File: config.mk
export PLATFORM = sky130hd
export DESIGN_NAME = tft_timing_gen
export DESIGN_NICKNAME = d
export VERILOG_FILES = /design/src/rtl/tft_timing_pkg.sv /design/src/rtl/tft_axis_ctr.sv /design/src/rtl/tft_out_stage.sv /design/src/rtl/tft_timing_gen.sv
export SDC_FILE = /design/constraint.sdc
export NUM_CORES = 1
export LEC_CHECK = 0
export ABC_AREA = 1
export BUFFER_PORTS_ARGS = -buffer_cell sky130_fd_sc_hd__buf_4
export CAP_MARGIN = 15
export CORE_MARGIN = 4
export CORE_UTILIZATION = 42
export DETAILED_ROUTE_END_ITERATION = 7
export PLACE_DENSITY = 0.65
export REMOVE_ABC_BUFFERS = 1
export SLEW_MARGIN = 10
export SYNTH_ARGS = -nofsm -noshare
export SYNTH_HDL_FRONTEND = slang
export SYNTH_SLANG_ARGS = --single-unit
File: constraint.sdc
create_clock -name clk -period 10.8 [get_ports clk]
set_clock_uncertainty 0.2 [all_clocks]
set_input_delay 0.54 -clock clk [delete_from_list [all_inputs] [get_ports clk]]
set_output_delay 0.54 -clock clk [all_outputs]
set_load 0.02 [all_outputs]
File: src/rtl/tft_timing_pkg.sv
package tft_timing_pkg;

   // Region of one axis (line or frame) the counter currently sits in
   typedef enum logic [1:0] {
      PH_SYNC   = 2'd0,
      PH_BACK   = 2'd1,
      PH_ACTIVE = 2'd2,
      PH_FRONT  = 2'd3
   } tft_phase_e;

   localparam int unsigned DEFAULT_PIX_W = 24;

endpackage

File: src/rtl/tft_axis_ctr.sv
module tft_axis_ctr
   import tft_timing_pkg::*;
#(
   parameter int W = 12
) (
   input  logic          clk,
   input  logic          rst_n,
   input  logic          run,
   input  logic          step,
   input  logic          load,
   input  logic [W-1:0]  cfg_sync,
   input  logic [W-1:0]  cfg_back,
   input  logic [W-1:0]  cfg_act,
   input  logic [W-1:0]  cfg_front,
   output logic [W+1:0]  pos,
   output tft_phase_e    phase,
   output logic          last
);

   localparam int CW = W + 2;

   generate
      if (W < 2) begin : g_bad_width
         $error("tft_axis_ctr: W must be at least 2");
      end
   endgenerate

   logic [W-1:0]  s_sync, s_back, s_act, s_front;
   logic [CW-1:0] sync_end, back_end, act_end, total;

   // Shadow copy of the timing, refreshed only when load is high
   always_ff @(posedge clk or negedge rst_n) begin
      if (!rst_n) begin
         s_sync  <= '0;
         s_back  <= '0;
         s_act   <= '0;
         s_front <= '0;
      end else if (load) begin
         s_sync  <= cfg_sync;
         s_back  <= cfg_back;
         s_act   <= cfg_act;
         s_front <= cfg_front;
      end
   end

   always_comb begin
      sync_end = (s_sync == '0) ? CW'(1) : CW'(s_sync);
      back_end = sync_end + CW'(s_back);
      act_end  = back_end + CW'(s_act);
      total    = act_end + CW'(s_front);
   end

   assign last = (pos == total - CW'(1));

   always_comb begin
      if (pos < sync_end)      phase = PH_SYNC;
      else if (pos < back_end) phase = PH_BACK;
      else if (pos < act_end)  phase = PH_ACTIVE;
      else                     phase = PH_FRONT;
   end

   always_ff @(posedge clk or negedge rst_n) begin
      if (!rst_n) begin
         pos <= '0;
      end else if (!run) begin
         pos <= '0;
      end else if (step) begin
         pos <= last ? '0 : pos + CW'(1);
      end
   end

   // the position never leaves the programmed period
   p_pos_bound_r2: assert property (@(posedge clk) disable iff (!rst_n)
      pos < total);

   // position zero always opens with a sync interval
   p_opens_sync_r3: assert property (@(posedge clk) disable iff (!rst_n)
      (run && pos == '0) |-> phase == PH_SYNC);

endmodule

File: src/rtl/tft_out_stage.sv
module tft_out_stage
   import tft_timing_pkg::*;
#(
   parameter int PIX_W = 24
) (
   input  logic             clk,
   input  logic             rst_n,
   input  logic             enable,
   input  tft_phase_e       h_phase,
   input  tft_phase_e       v_phase,
   input  logic             hs_low,
   input  logic             vs_low,
   input  logic [PIX_W-1:0] pix_in,
   output logic             pix_req,
   output logic [PIX_W-1:0] pix_out,
   output logic             de,
   output logic             hsync,
   output logic             vsync
);

   generate
      if (PIX_W < 1) begin : g_bad_pix
         $error("tft_out_stage: PIX_W must be positive");
      end
   endgenerate

   logic a_hs, a_vs, a_de;

   // First stage: decode the counter position; its DE doubles as request
   always_ff @(posedge clk or negedge rst_n) begin
      if (!rst_n) begin
         a_hs <= 1'b0;
         a_vs <= 1'b0;
         a_de <= 1'b0;
      end else if (!enable) begin
         a_hs <= 1'b0;
         a_vs <= 1'b0;
         a_de <= 1'b0;
      end else begin
         a_hs <= (h_phase == PH_SYNC);
         a_vs <= (v_phase == PH_SYNC);
         a_de <= (h_phase == PH_ACTIVE) && (v_phase == PH_ACTIVE);
      end
   end

   assign pix_req = a_de;

   // Second stage: panel-facing registers, polarity applied here
   always_ff @(posedge clk or negedge rst_n) begin
      if (!rst_n) begin
         hsync   <= 1'b0;
         vsync   <= 1'b0;
         de      <= 1'b0;
         pix_out <= '0;
      end else if (!enable) begin
         hsync   <= hs_low;
         vsync   <= vs_low;
         de      <= 1'b0;
         pix_out <= '0;
      end else begin
         hsync   <= a_hs ^ hs_low;
         vsync   <= a_vs ^ vs_low;
         de      <= a_de;
         pix_out <= a_de ? pix_in : '0;
      end
   end

   // a request is always followed by a data-enable clock
   p_req_then_de_r7: assert property (@(posedge clk) disable iff (!rst_n)
      (enable && pix_req) |=> de);

   // the pixel on the bus is the one sampled at the end of the request
   p_pix_follow_r7: assert property (@(posedge clk) disable iff (!rst_n)
      (enable && pix_req) |=> pix_out == $past(pix_in));

   // a blank bus outside data enable
   p_dark_bus_r8: assert property (@(posedge clk) disable iff (!rst_n)
      !de |-> pix_out == '0);

   // idle outputs one edge after enable is seen low
   p_idle_quiet_r12: assert property (@(posedge clk) disable iff (!rst_n)
      !enable |=> (!de && !pix_req && hsync == $past(hs_low) && vsync == $past(vs_low)));

endmodule

File: src/rtl/tft_timing_gen.sv
module tft_timing_gen
   import tft_timing_pkg::*;
#(
   parameter int H_W        = 12,
   parameter int V_W        = 11,
   parameter int PIX_W      = DEFAULT_PIX_W,
   parameter bit CLK_INV_EN = 1'b1
) (
   input  logic             clk,
   input  logic             rst_n,
   input  logic             enable,
   input  logic [H_W-1:0]   h_sync_len,
   input  logic [H_W-1:0]   h_back_len,
   input  logic [H_W-1:0]   h_active_len,
   input  logic [H_W-1:0]   h_front_len,
   input  logic [V_W-1:0]   v_sync_len,
   input  logic [V_W-1:0]   v_back_len,
   input  logic [V_W-1:0]   v_active_len,
   input  logic [V_W-1:0]   v_front_len,
   input  logic             hsync_low,
   input  logic             vsync_low,
   input  logic             clk_invert,
   input  logic [PIX_W-1:0] pix_in,
   output logic             pix_req,
   output logic [PIX_W-1:0] pix_out,
   output logic             de,
   output logic             hsync,
   output logic             vsync,
   output logic             pan_clk
);

   generate
      if (H_W < 2 || V_W < 2) begin : g_bad_axis
         $error("tft_timing_gen: counter widths must be at least 2");
      end
   endgenerate

   logic [H_W+1:0] h_pos;
   logic [V_W+1:0] v_pos;
   tft_phase_e     h_phase, v_phase;
   logic           h_last, v_last;
   logic           frame_end, take_cfg;

   assign frame_end = h_last && v_last;
   // Capture new timing only between frames, or continuously while idle
   assign take_cfg  = !enable || frame_end;

   tft_axis_ctr #(.W(H_W)) i_h_axis (
      .clk       (clk),
      .rst_n     (rst_n),
      .run       (enable),
      .step      (1'b1),
      .load      (take_cfg),
      .cfg_sync  (h_sync_len),
      .cfg_back  (h_back_len),
      .cfg_act   (h_active_len),
      .cfg_front (h_front_len),
      .pos       (h_pos),
      .phase     (h_phase),
      .last      (h_last)
   );

   tft_axis_ctr #(.W(V_W)) i_v_axis (
      .clk       (clk),
      .rst_n     (rst_n),
      .run       (enable),
      .step      (h_last),
      .load      (take_cfg),
      .cfg_sync  (v_sync_len),
      .cfg_back  (v_back_len),
      .cfg_act   (v_active_len),
      .cfg_front (v_front_len),
      .pos       (v_pos),
      .phase     (v_phase),
      .last      (v_last)
   );

   tft_out_stage #(.PIX_W(PIX_W)) i_out (
      .clk     (clk),
      .rst_n   (rst_n),
      .enable  (enable),
      .h_phase (h_phase),
      .v_phase (v_phase),
      .hs_low  (hsync_low),
      .vs_low  (vsync_low),
      .pix_in  (pix_in),
      .pix_req (pix_req),
      .pix_out (pix_out),
      .de      (de),
      .hsync   (hsync),
      .vsync   (vsync)
   );

   generate
      if (CLK_INV_EN) begin : g_clk_inv
         assign pan_clk = clk_invert ? ~clk : clk;
      end else begin : g_clk_direct
         assign pan_clk = clk;
      end
   endgenerate

   // the line count only moves at the end of a line
   p_vline_stable_r4: assert property (@(posedge clk) disable iff (!rst_n)
      (enable && !h_last) |=> $stable(v_pos));

   // line wrap and frame wrap agree on where a frame ends
   p_frame_wrap_r11: assert property (@(posedge clk) disable iff (!rst_n)
      (enable && frame_end) |=> (h_pos == '0 && v_pos == '0));

endmodule

==> flow_summary.yaml <==
route:
  firstDrtPassIters: 8
  wl_um: 31100
  num_vias: 11000
  initialDrtViolationCount: 675
  ant_nets: 0
  via_per_inst: 4.93
  drc: 0
  drt-wirelength-per-cell_um: 14.0
global_routing:
  antenna_found_initial: 0
  overflow: 0
  grt_pass1_vias: 11000
  grt_max_degree: 94
  track_usage_pct: 20.7
  grt_first_pass_wirelength_um: 52500
critical_path:
  critPathRequiredTime_ns: 11.02
  critPathTopFamily: "simple AND/OR/NAND/NOR gates"
  slowest_stage: "nand2_4"
  rrSetupSlack_ns: 3.60
  worstRegToRegCells: 34
  reg2reg_to: "i_v_axis.s_act[6]"
  crit_fanout: 93
  slowest_delay_ns: 0.67
  crit_buf_inv: 5
  start_kind: "flip-flop"
  path_class: "flip-flop to flip-flop"
  arrival_ns: 7.43
  rr_startpoint: "i_v_axis.s_sync[4]"
  cp-end-kind: "flip-flop"
  path_common_cell: "nand2_1"
min_path:
  worstHoldPathType: "input pin to flip-flop"
  hold_start: "pix_in[17]"
  hold_end: "i_out.pix_out[17]"
  whs_path_depth: 3
layout:
  layout_common_cells: "nand2_1 (500), inv_1 (261), nand3_1 (165)"
  layout.cells.most_common: "nand2_1"
  diodes: 0
  multiInputGateArea_um2: 7060
  fin_nets: 2115
  syn_to_final_growth_pct: 18.4
  final_cells: 2223
  fillCellCount: 2798
  regArea_um2: 3730
  drive_gt1_share_pct: 11.0
sta:
  fin_crit_ns: 7.20
  fmax_ghz: 0.139
  min_period_over_period_pct: 66.7
  setup-violations-final: 0
  worst_pin_slew_ns: 1.01
  maxSlewViolCount: 0
  setup_slack_ns: 3.60
  relSlewSlack_pct: 32.6
  finalHoldViolCount: 0
  rsz0062_at_grt: "no"
  tns_ns: 0
clock_network:
  worstSkewPairLatency_ns: 0.55
  holdBufCountCts: 21
  clk_pin_slew_ns: 0.07
  cts_tree: "done"
  cts_setup_buffers: 0
  ctsResizeCount: 0
place:
  hpwlAfterDp_um: 24000
  place_inst: 2167
  io_buffers: 150
  place_ws_ns: 3.64
  globalplace.congestion: 0.890
die:
  die_x_um: 178
  ioPinCount: 151
  fp.dieArea_um2: 31500
  core_area_um2: 28100
  start_util_pct: 43.0
  chipHeight_um: 178
  rows: 61
yosys:
  synth_edf_count: 0
  synth_async_sr_flop_share_pct: 100
  ys_ff_latch: 149
  ys_seq_area_share_pct: 30.9
  synthFlopType: "dfrtp_1"
  netlist_instances: 1691
  yosys_warnings: 0
  netlist_area_um2: 12100
  ys_types: 41
  syn_area_per_cell_um2: 7.14
pwr:
  ir_drop_mv: 0.154
  power_mw: 3.85
  p_per_area_nw_per_um2: 269
  p_leak_nw: 8.18
job:
  maxCapViolCount: 0
status:
  status: "finished clean"
## synthesized netlist by cell type, types with 4 or more instances
master | count | area (µm²)
xor2_1 | 54 | 473
o21bai_1 | 6 | 45.0
ha_1 | 155 | 1940
or2_2 | 4 | 25.0
nor3_1 | 12 | 60.1
a21o_1 | 8 | 60.1
clkbuf_1 | 26 | 97.6
inv_1 | 261 | 980
dfrtp_1 | 149 | 3730
buf_2 | 15 | 75.1
o211ai_1 | 5 | 37.5
nand3b_1 | 8 | 60.1
a21oi_1 | 79 | 395
nand2_1 | 500 | 1880
o21a_1 | 4 | 30.0
fa_1 | 6 | 120
o21ai_0 | 20 | 100
xnor2_1 | 23 | 201
nand3_1 | 165 | 826
nand4_1 | 22 | 138
nor2_1 | 127 | 477
buf_6 | 10 | 113
## how the worst max path moves through the flow
stage,start,endpoint,cells after the start
floorplan,i_v_axis.s_sync[7],i_v_axis.pos[0],36
global placement,i_v_axis.s_sync[4],i_h_axis.s_sync[5],33
detailed placement,i_v_axis.s_sync[4],i_v_axis.s_back[2],34
CTS,i_v_axis.s_sync[4],i_h_axis.s_front[10],34
global route,i_v_axis.s_sync[4],i_v_axis.s_sync[10],36
finish,i_v_axis.s_sync[4],i_v_axis.s_act[6],34
## flip-flops by register name, indices dropped and copies added (netlist names), 11 cells and up
name and count:
i_h_axis.pos 14, i_h_axis.s_act 12, i_h_axis.s_back 12, i_h_axis.s_front 12, i_h_axis.s_sync 12, i_out.pix_out 24
i_v_axis.pos 13, i_v_axis.s_act 11, i_v_axis.s_back 11, i_v_axis.s_front 11, i_v_axis.s_sync 11
## layout make-up
| cell class | count | share of cell area (%) |
|---|---|---|
| sequential | 149 | 26.1 |
| tap | 378 | 3.31 |
| multi-input combinational | 1223 | 49.4 |
| inverter | 264 | 6.93 |
| clock inverter | 12 | 1.01 |
| clock buffer | 24 | 3.84 |
| timing repair buffer | 173 | 9.47 |
## metal layers
layer / vias up / GRT usage, % / share of wire, %
met2: 255 / 34.1 / 46
met4: 0 / 5.22 / 1.5
li1: 5634 / - / -
met3: 31 / 5.11 / 6.6
met1: 5038 / 27.2 / 46
met5: - / 0 / 0
## metrics by stage
stage / utilization, % / hold WS, ns / instance area, µm²
2_1_floorplan: - / 0.0444 / 11800
3_3_place_gp: 47.7 / 0.256 / 13400
3_5_place_dp: 47.7 / 0.258 / 13400
4_1_cts: 50.9 / 0.000209 / 14300
5_1_grt: 50.9 / 0.00655 / 14300
6_report: 50.9 / 0.0178 / 14300
## cells by family after synthesis
logic type	synth area share (%)
XOR/XNOR	5.58
AND/OR/NAND/NOR	29.2
buffers and inverters	10.7
flip-flops	30.9
AO/OA/AOI/OAI	6.53
adder cells (fa/ha/maj)	17.0
## worst register-to-register path: cells and delay by family, from the launching register on
family | cells | cell delay [ns]
XOR/XNOR | 2 | 0.47
AND/OR/NAND/NOR | 16 | 2.96
adder cells (fa/ha/maj) | 4 | 1.16
buffers and inverters | 5 | 0.44
AO/OA/AOI/OAI | 7 | 1.45
flip-flops | 1 | 0.40
## power by group
group	switching (mW)	internal, mW	total [mW]
Sequential	0.0367	0.604	0.641
Combinational	1.56	0.951	2.51
Clock	0.279	0.418	0.697
(Power assumes the default switching activity.)
